<file path="src/rtl/pwm_fault_pkg.sv">
package pwm_fault_pkg;

   localparam int NFLT = 2;

   typedef enum logic [2:0] {
      RA_STAT = 3'd0,
      RA_ACK  = 3'd1,
      RA_IEN  = 3'd2,
      RA_MAP0 = 3'd3,
      RA_MAP1 = 3'd4
   } reg_addr_e;

   function automatic logic [7:0] pack_status(input logic [NFLT-1:0] lvl,
                                              input logic [NFLT-1:0] flg);
      return {lvl[1], flg[1], 4'b0000, lvl[0], flg[0]};
   endfunction

endpackage

</file>
<file path="src/rtl/pwm_fault_chan.sv">
module pwm_fault_chan #(
   parameter int SYNC_STAGES = 2
) (
   input  logic clk,
   input  logic rst_n,
   input  logic pin_i,
   input  logic ack_i,
   input  logic ien_i,
   output logic level_o,
   output logic flag_o,
   output logic irq_o
);

   generate
      if (SYNC_STAGES < 2) begin : g_bad_sync
         $error("pwm_fault_chan: SYNC_STAGES must be at least 2");
      end
   endgenerate

   logic [SYNC_STAGES-1:0] sync_q;
   logic                   prev_q;
   logic                   rise;

   // Sync chain is deliberately unreset: the level bit follows the pin in reset
   always_ff @(posedge clk) begin
      sync_q <= {sync_q[SYNC_STAGES-2:0], pin_i};
      prev_q <= sync_q[SYNC_STAGES-1];
   end

   assign level_o = sync_q[SYNC_STAGES-1];
   assign rise    = sync_q[SYNC_STAGES-1] & ~prev_q;

   // Set has priority over acknowledge
   always_ff @(posedge clk or negedge rst_n) begin
      if (!rst_n)     flag_o <= 1'b0;
      else if (rise)  flag_o <= 1'b1;
      else if (ack_i) flag_o <= 1'b0;
   end

   assign irq_o = flag_o & ien_i;

   AST_RISE_SETS: assert property (@(posedge clk) disable iff (!rst_n)
      rise |=> flag_o);
   AST_ACK_CLEARS: assert property (@(posedge clk) disable iff (!rst_n)
      (ack_i && !rise) |=> !flag_o);
   AST_FLAG_STICKY: assert property (@(posedge clk) disable iff (!rst_n)
      (flag_o && !ack_i) |=> flag_o);
   AST_SET_WINS: assert property (@(posedge clk) disable iff (!rst_n)
      (rise && ack_i) |=> flag_o);

endmodule

</file>
<file path="src/rtl/pwm_fault_regs.sv">
module pwm_fault_regs
   import pwm_fault_pkg::*;
#(
   parameter int ADDR_W = 3,
   parameter int DATA_W = 8,
   parameter int PWM_W  = 6
) (
   input  logic                       clk,
   input  logic                       rst_n,
   input  logic                       wr_i,
   input  logic [ADDR_W-1:0]          addr_i,
   input  logic [DATA_W-1:0]          wdata_i,
   input  logic [NFLT-1:0]            level_i,
   input  logic [NFLT-1:0]            flag_i,
   output logic [DATA_W-1:0]          rdata_o,
   output logic [NFLT-1:0]            ack_o,
   output logic [NFLT-1:0]            ien_o,
   output logic [NFLT-1:0][PWM_W-1:0] map_o
);

   localparam logic [ADDR_W-1:0] A_STAT = ADDR_W'(RA_STAT);
   localparam logic [ADDR_W-1:0] A_ACK  = ADDR_W'(RA_ACK);
   localparam logic [ADDR_W-1:0] A_IEN  = ADDR_W'(RA_IEN);
   localparam logic [ADDR_W-1:0] A_MAP0 = ADDR_W'(RA_MAP0);

   logic sel_ack, sel_ien;
   logic [NFLT-1:0] sel_map;

   assign sel_ack = wr_i && (addr_i == A_ACK);
   assign sel_ien = wr_i && (addr_i == A_IEN);

   // Acknowledge is a single-cycle pulse; nothing is stored
   assign ack_o = sel_ack ? wdata_i[NFLT-1:0] : '0;

   always_ff @(posedge clk or negedge rst_n) begin
      if (!rst_n)       ien_o <= '0;
      else if (sel_ien) ien_o <= wdata_i[NFLT-1:0];
   end

   generate
      for (genvar k = 0; k < NFLT; k++) begin : g_map
         assign sel_map[k] = wr_i && (addr_i == A_MAP0 + ADDR_W'(k));
         always_ff @(posedge clk or negedge rst_n) begin
            if (!rst_n)          map_o[k] <= '0;
            else if (sel_map[k]) map_o[k] <= wdata_i[PWM_W-1:0];
         end
      end
   endgenerate

   always_comb begin
      rdata_o = '0;
      if (addr_i == A_STAT)      rdata_o[7:0] = pack_status(level_i, flag_i);
      else if (addr_i == A_IEN)  rdata_o[NFLT-1:0] = ien_o;
      else begin
         for (int k = 0; k < NFLT; k++)
            if (addr_i == A_MAP0 + ADDR_W'(k)) rdata_o[PWM_W-1:0] = map_o[k];
      end
   end

   logic unused_wdata;
   assign unused_wdata = ^wdata_i;

   AST_STAT_WRITE_INERT: assert property (@(posedge clk) disable iff (!rst_n)
      (wr_i && addr_i == A_STAT) |=> ($stable(ien_o) && $stable(map_o)));
   AST_STAT_NO_ACK: assert property (@(posedge clk) disable iff (!rst_n)
      (wr_i && addr_i == A_STAT) |-> (ack_o == '0));

endmodule

</file>
<file path="src/rtl/pwm_fault_gate.sv">
module pwm_fault_gate
   import pwm_fault_pkg::*;
#(
   parameter int PWM_W    = 6,
   parameter bit PWM_IDLE = 1'b0
) (
   input  logic                       clk,
   input  logic                       rst_n,
   input  logic [PWM_W-1:0]           pwm_i,
   input  logic [NFLT-1:0]            flag_i,
   input  logic [NFLT-1:0][PWM_W-1:0] map_i,
   output logic [PWM_W-1:0]           pwm_o
);

   logic [PWM_W-1:0] kill;

   generate
      for (genvar b = 0; b < PWM_W; b++) begin : g_bit
         logic [NFLT-1:0] col;
         for (genvar k = 0; k < NFLT; k++) begin : g_col
            assign col[k] = map_i[k][b];
         end
         assign kill[b] = |(col & flag_i);

         if (PWM_IDLE) begin : g_idle_hi
            assign pwm_o[b] = pwm_i[b] | kill[b];
         end else begin : g_idle_lo
            assign pwm_o[b] = pwm_i[b] & ~kill[b];
         end

         AST_FORCED_IDLE: assert property (@(posedge clk) disable iff (!rst_n)
            ((flag_i[0] && map_i[0][b]) || (flag_i[1] && map_i[1][b]))
               |-> (pwm_o[b] == PWM_IDLE));
         AST_PASS_THRU: assert property (@(posedge clk) disable iff (!rst_n)
            (flag_i == '0) |-> (pwm_o[b] == pwm_i[b]));
      end
   endgenerate

endmodule

</file>
<file path="src/rtl/pwm_fault_guard.sv">
module pwm_fault_guard
   import pwm_fault_pkg::*;
#(
   parameter int ADDR_W      = 3,
   parameter int DATA_W      = 8,
   parameter int PWM_W       = 6,
   parameter int SYNC_STAGES = 2,
   parameter bit PWM_IDLE    = 1'b0
) (
   input  logic              clk,
   input  logic              rst_n,
   input  logic [NFLT-1:0]   fault_in,
   input  logic              reg_wr,
   input  logic [ADDR_W-1:0] reg_addr,
   input  logic [DATA_W-1:0] reg_wdata,
   output logic [DATA_W-1:0] reg_rdata,
   input  logic [PWM_W-1:0]  pwm_in,
   output logic [PWM_W-1:0]  pwm_out,
   output logic [NFLT-1:0]   irq
);

   generate
      if (DATA_W < 8)                    begin : g_bad_data
         $error("pwm_fault_guard: DATA_W must hold the 8-bit status layout");
      end
      if (PWM_W < 1 || PWM_W > DATA_W)   begin : g_bad_pwm
         $error("pwm_fault_guard: PWM_W must be 1..DATA_W");
      end
      if (ADDR_W < 3)                    begin : g_bad_addr
         $error("pwm_fault_guard: ADDR_W must be at least 3");
      end
   endgenerate

   logic [NFLT-1:0]            level, flag, ack, ien;
   logic [NFLT-1:0][PWM_W-1:0] fmap;

   pwm_fault_regs #(.ADDR_W(ADDR_W), .DATA_W(DATA_W), .PWM_W(PWM_W)) u_regs (
      .clk(clk), .rst_n(rst_n), .wr_i(reg_wr), .addr_i(reg_addr),
      .wdata_i(reg_wdata), .level_i(level), .flag_i(flag),
      .rdata_o(reg_rdata), .ack_o(ack), .ien_o(ien), .map_o(fmap)
   );

   generate
      for (genvar k = 0; k < NFLT; k++) begin : g_chan
         pwm_fault_chan #(.SYNC_STAGES(SYNC_STAGES)) u_chan (
            .clk(clk), .rst_n(rst_n), .pin_i(fault_in[k]), .ack_i(ack[k]),
            .ien_i(ien[k]), .level_o(level[k]), .flag_o(flag[k]),
            .irq_o(irq[k])
         );

         AST_IRQ_MASKED: assert property (@(posedge clk) disable iff (!rst_n)
            !ien[k] |-> !irq[k]);
         AST_IRQ_NEEDS_FLAG: assert property (@(posedge clk) disable iff (!rst_n)
            irq[k] |-> flag[k]);
      end
   endgenerate

   pwm_fault_gate #(.PWM_W(PWM_W), .PWM_IDLE(PWM_IDLE)) u_gate (
      .clk(clk), .rst_n(rst_n), .pwm_i(pwm_in), .flag_i(flag),
      .map_i(fmap), .pwm_o(pwm_out)
   );

endmodule

</file>
<file path="config.mk">
export PLATFORM = sky130hd
export DESIGN_NAME = pwm_fault_guard
export DESIGN_NICKNAME = d
export VERILOG_FILES = /design/src/rtl/pwm_fault_pkg.sv /design/src/rtl/pwm_fault_chan.sv /design/src/rtl/pwm_fault_regs.sv /design/src/rtl/pwm_fault_gate.sv /design/src/rtl/pwm_fault_guard.sv
export SDC_FILE = /design/constraint.sdc
export NUM_CORES = 1
export LEC_CHECK = 0
export BUFFER_PORTS_ARGS = -buffer_cell sky130_fd_sc_hd__buf_2
export CORE_AREA = 3 3 59 61
export DETAILED_ROUTE_END_ITERATION = 7
export DIE_AREA = 0 0 62 64
export HOLD_SLACK_MARGIN = 0.03
export MAX_ROUTING_LAYER = met4
export SLEW_MARGIN = 20
export SYNTH_ARGS = -nofsm -noshare
export SYNTH_HDL_FRONTEND = slang
export SYNTH_HIERARCHICAL = 1
export SYNTH_SLANG_ARGS = --single-unit
</file>
<file path="constraint.sdc">
create_clock -name clk -period 1.7 [get_ports clk]
set_clock_uncertainty 0.15 [all_clocks]
set_input_delay 0.17 -clock clk [delete_from_list [all_inputs] [get_ports clk]]
set_output_delay 0.17 -clock clk [all_outputs]
set_load 0.01 [all_outputs]
</file>
==> qor.yml, run 1 <==
worst_slew_pin_slew_ns: 0.4168
io_buffer_count: 35
fin_crit_ns: 1.662
ir_drop_v: 0.0003812
dr.pass1.iters: 4
ys_types: 25
antenna_cells: 0
syn-num-nets: 105
via_per_inst: 4.819
critPathTopFamily: "simple AND/OR/NAND/NOR gates"
grt_max_degree: 17
first_global_vias: 870
post-route-period-util_pct: 97.75
drc: 0
status: "completed"
synth_area_leaders: "dfrtp_1 (38%), mux2_2 (15%), dfxtp_1 (11%)"
fp.dieW_um: 62
avgSynthCellArea_um2: 12.66
die_area_um2: 3968
synth-seq-cells: 22
final_common_cell: "buf_2"
synth_top_area_share_pct: 38.10
syn_inst: 83
final-hold-violation-count: 0
cp_num_buf_inv: 1
gp_congestion: 0.7514
insertion_delay_ns: 0.29
syn_area_um2: 1051
crit_path_start_kind: "register"
fin_cells: 177
dp_cells: 162
drt_iter0_markers: 18
end_kind: "primary output"
ys_seq_area_share_pct: 49.52
rsz0062_at_grt: "true"
path_max_fanout: 2
yosys.area.top_type: "dfrtp_1"
drt-total-wl_um: 2450
cts_root_buffer: "clkbuf_4"
required_ns: 1.38
min_path_type: "in2reg"
die_h_um: 64
final_util_pct: 47.98
powerDensity_nw_per_um2: 871.8
grt_pass1_wl_um: 3891
cp_data_arrival_time_ns: 1.34
final_antenna_net_count: 0
slowest_delay_ns: 0.45
setup_viol: 0
clk_path_buf_depth: 2
dp_hpwl_um: 1735
grt_overflow: 0
yosys_warnings: 6
nFillCells: 293
maxSlewHeadroom_pct: 71.83
slew_viol_final: 0
antenna_found_initial: 0
num_vias: 853
cp_cell_sequence: "or4b_4, o211ai_1, buf_2"
mostFrequentLayoutCells: "buf_2 (35), dfrtp_1 (15), mux2_2 (14)"
core-area_um2: 3028
clk_pin_slew_worst_paths_ns: 0.11
drv_cap: 0
final_layout_size_suffix_gt1_share_pct: 54.14
cts_made_buffers: 3
start_util_pct: 34.71
num_rows: 20
path_class: "reg2out"
power.leakage_uw: 0.0007111
cp_slowest_cell: "or4b_4"
ctsHtreeMaxLevel: 1
tritoncts: "built"
areaGrowthSynthToFinish_pct: 38.21
fmax_ghz: 0.6018
io_pins: 38
grt_use_total_pct: 13.45
nNetsFinal: 156
clock-sinks: 22
wl_per_cell_um: 13.84
where the power goes:
| group | switching [µW] | total, µW | internal (µW) |
|---|---|---|---|
| combinational | 132 | 321 | 189 |
| sequential | 65.7 | 671 | 605 |
| clock | 144 | 274 | 130 |
area by class of cell:
class / count / area, µm² / share of cell area (%)
clock buffers: 4 / 36.28 / 2.498
inverters: 10 / 37.54 / 2.584
multi-input cells: 47 / 490.5 / 33.76
flip-flops and latches: 22 / 523.0 / 36.00
well taps: 44 / 55.05 / 3.790
repair buffers: 50 / 310.3 / 21.36
cells by family (layout without fill, tap and decap cells):
logic type | after synthesis | count (layout) | share of synthesized area [%]
DFF | 22 | 22 | 49.52
muxes | 16 | 16 | 16.90
AOI/OAI and AO/OA | 14 | 14 | 12.74
and+or+nand+nor | 17 | 17 | 14.88
buffers and inverters | 14 | 64 | 5.951
synth_stat cells (all sizes together):
| master | number |
|---|---|
| and4bb | 1 |
| nor4bb | 1 |
| clkbuf | 1 |
| dfrtp | 16 |
| dfxtp | 6 |
| a22o | 4 |
| nand2b | 1 |
| and4 | 2 |
| o22ai | 2 |
| nand4b | 1 |
| mux2i | 2 |
| buf | 3 |
| or4b | 2 |
| a221oi | 6 |
| mux2 | 14 |
| nor3b | 1 |
| or4bb | 2 |
| o211ai | 2 |
| nor4b | 2 |
| and3b | 1 |
| inv | 10 |
| and2 | 2 |
| nor2 | 1 |
path summary, 6_finish.rpt:
kind,start,to,slack [ns],cells after the start
worst max-delay path,g_chan[0].u_chan/flag_o$_DFFE_PN0P_,reg_rdata[0],0.04,3
worst min-delay path,reg_wr,g_chan[1].u_chan/flag_o$_DFFE_PN0P_,0.15,3
worst max register to register,u_regs/map_o[7]$_DFFE_PN0P_,u_regs/map_o[7]$_DFFE_PN0P_,0.67,2
worst min register to register,g_chan[0].u_chan/sync_q[0]$_DFF_P_,g_chan[0].u_chan/sync_q[1]$_DFF_P_,0.19,0
max in group asynchronous,rst_n,g_chan[1].u_chan/flag_o$_DFFE_PN0P_,0.95,2
min in group asynchronous,rst_n,u_regs/map_o[1]$_DFFE_PN0P_,0.17,2
flip-flops by register name, indices dropped and copies added, names as in the netlist:
| register | cells |
|---|---|
| g_chan.u_chan/flag_o | 2 |
| g_chan.u_chan/prev_q | 2 |
| g_chan.u_chan/sync_q | 4 |
| u_regs/ien_o | 2 |
| u_regs/map_o | 12 |
worst min-delay path, delay by kind of cell:
family / cells / cell delay, ns
AOI/OAI and AO/OA: 1 / 0.08
and+or+nand+nor: 1 / 0.20
buffers and inverters: 1 / 0.12
metal layers:
| layer | share of wire, % | vias to the layer above | GRT usage (%) |
|---|---|---|---|
| met4 | 1.1 | 0 | 5.570 |
| met3 | 3.0 | 2 | 1.212 |
| met2 | 54 | 15 | 21.89 |
| met1 | 42 | 423 | 16.60 |
| met5 | 0 | - | - |
| li1 | - | 413 | - |
timing repair:
action                                 4_1_cts  5_1_grt
setup buffers                                2        0
pin swaps                                    1        4
resized for setup                            2        4
endpoints found under the hold margin       32        0
hold buffers                                 9        0
setup endpoints to repair                    5        4
per-stage QoR:
| stage | cell area [µm²] | setup slack, ns | setup TNS (ns) | power, µW | hold slack (ns) |
|---|---|---|---|---|---|
| finish | 1453 | 0.03829 | 0 | 1266 | 0.1496 |
| detailed placement | 1286 | 0.1211 | 0 | 964.7 | -0.04935 |
| global route | 1453 | -0.002118 | -0.003434 | 1338 | 0.1587 |
| global placement | 1286 | 0.1554 | 0 | 951.1 | -0.05093 |
| floorplan | 1051 | 0.3545 | 0 | 842.7 | -0.2756 |
| CTS | 1435 | 0.002789 | 0 | 1275 | 0.1417 |
No activity file was read; power rests on OpenSTA's default activity.
==> run 2, diff against run 1 <==
--- a/constraint.sdc
+++ b/constraint.sdc
@@ -4,2 +4,2 @@
 set_output_delay 0.17 -clock clk [all_outputs]
-set_load 0.01 [all_outputs]
+set_load 0.05 [all_outputs]
==> qor.yml, run 2 (synthesis gave the netlist of run 1 again) <==
io_pins: 38  # unchanged
top_register: "u_regs/map_o"
largest_reg_flops: 12  # unchanged
ir_drop_v: 0.0006310  # +66%
final_util_pct: 51.24  # +3.3 points
final_area_um2: 1551  # +6.8%
gp_congestion: 0.7110  # -5.4%
rr_endpoint: "u_regs/map_o[6]$_DFFE_PN0P_"
grt_pass1_wl_um: 4112  # +5.7%
ctsHtreeMaxLevel: 1  # unchanged
num_vias: 859  # +0.70%
violations: "negative setup slack"
fp.dieW_um: 62  # unchanged
wl_per_cell_um: 13.96  # +0.86%
fin_ws_ns: -0.05226  # -0.09055 ns
final_common_cell: "buf_2"
fin_crit_ns: 1.752  # +0.09055 ns
clock-sinks: 22  # unchanged
status: "finished, violations left"
clk_pin_slew_worst_paths_ns: 0.12  # about the same
dr.pass1.iters: 4  # unchanged
mostFrequentLayoutCells: "buf_2 (25), dfrtp_1 (15), mux2_2 (14)"
drt-total-wl_um: 2485  # +1.4%
power.leakage_uw: 0.0007377  # +3.8%
end_kind: "primary output"
cts_made_buffers: 3  # unchanged
die_area_um2: 3968  # unchanged
crit_path_start_kind: "register"
path_max_fanout: 3  # +1
crit_cells: 3  # unchanged
cp_cell_sequence: "or4b_1, o211ai_1, buf_4"
ff2ff_path_depth: 2  # unchanged
largestRegisters: "u_regs/map_o: 12 flops, g_chan.u_chan/sync_q: 4 flops"
drv_cap: 0  # unchanged
final_antenna_net_count: 0  # unchanged
num_rows: 20  # unchanged
dp_hpwl_um: 1771  # +2.1%
cts_root_buffer: "clkbuf_4"
worstReg2RegStart: "u_regs/map_o[6]$_DFFE_PN0P_"
setup_viol: 2  # +2
grt_use_total_pct: 14.06  # +0.62 points
slowest_delay_ns: 0.43  # -0.02 ns
placed_area_um2: 1306  # +1.6%
multiInputGateArea_um2: 534.3  # +8.9%
fmax_ghz: 0.5707  # -5.2%
tritoncts: "built"
rsz0062_at_grt: "true"
r2r_slack_ns: 0.66  # about the same
first_global_vias: 878  # +0.92%
cp_slowest_cell: "or4b_1"
via_per_inst: 4.826  # +0.14%
min_path_type: "in2async"
whs_ns: 0.1414  # -0.008202 ns
maxSlewHeadroom_pct: 74.73  # +2.9 points
drt_iter0_markers: 4  # -14
total_power_uw: 1506  # +19%
final-hold-violation-count: 0  # unchanged
nNetsFinal: 157  # +0.64%
path_class: "reg2out"
start_util_pct: 34.71  # unchanged
core-area_um2: 3028  # unchanged
areaGrowthSynthToFinish_pct: 47.62
cp_num_buf_inv: 1  # unchanged
grt_max_degree: 17  # unchanged
drc: 0  # unchanged
required_ns: 1.38  # about the same
critPathTopFamily: "simple AND/OR/NAND/NOR gates"
pre_cts_slack_ns: 0.1117  # -0.009386 ns
cp_data_arrival_time_ns: 1.43  # +0.09 ns
slew_viol_final: 0  # unchanged
die_h_um: 64  # unchanged
powerDensity_nw_per_um2: 970.9  # +11%
seq_area_um2: 523.0  # unchanged
antenna_cells: 0  # unchanged
io_buffer_count: 35  # unchanged
clk_path_buf_depth: 2  # unchanged
post-route-period-util_pct: 103.1  # +5.3 points
insertion_delay_ns: 0.31  # +0.02 ns
grt_overflow: 0  # unchanged
final_layout_size_suffix_gt1_share_pct: 56.72  # +2.6 points
worst_slew_pin_slew_ns: 0.3790  # -0.03783 ns
antenna_found_initial: 0  # unchanged
nFillCells: 290  # -1.0%
==> run 2: how the worst max path moves through the flow <==
stage                                              from            to  slack (ns)
floorplan           g_chan[0].u_chan/flag_o$_DFFE_PN0P_    pwm_out[0]       -0.34
global placement                            reg_addr[2]  reg_rdata[1]        0.12
detailed placement                          reg_addr[2]  reg_rdata[1]        0.11
CTS                         u_regs/map_o[7]$_DFFE_PN0P_  reg_rdata[1]        -0.1
global route        g_chan[0].u_chan/flag_o$_DFFE_PN0P_  reg_rdata[0]       -0.12
finish              g_chan[0].u_chan/flag_o$_DFFE_PN0P_  reg_rdata[0]       -0.05
==> run 2: routing by layer <==
layer / track usage, % / vias up / routed length [µm]
li1: - / 419 / -
met1: 20.00 / 410 / 1107
met2: 20.21 / 28 / 1194
met3: 3.838 / 2 / 166
met4: 2.387 / 0 / 16
met5: - / - / 0
==> run 2: cell type report <==
cell class	instances	share of cell area, %
Multi-Input combinational cell	47	34.44
Sequential cell	22	33.71
Timing Repair Buffer	51	23.55
Tap cell	44	3.548
Inverter	10	2.419
Clock buffer	4	2.339
==> run 2: repair_timing <==
| item | 4_1_cts | 5_1_grt |
|---|---|---|
| gates resized for setup | 16 | 9 |
| pin swaps | 3 | 2 |
| hold buffers | 9 | 0 |
| setup endpoints to repair | 10 | 10 |
| endpoints found under the hold margin | 32 | 0 |
| setup buffers | 2 | 0 |
==> run 2: per-stage QoR <==
step,std cells,setup TNS [ns]
final,178,-0.07264
after global routing,178,-0.5381
after CTS,178,-0.1619
after detailed placement,163,0
after global placement,163,0
after floorplan,83,-1.721
==> run 2: report_power, final <==
group | switching, µW | internal, µW | total [µW]
Sequential | 78.9 | 605 | 684
Clock | 158 | 131 | 289
Combinational | 296 | 237 | 534
Total | 533 | 973 | 1510
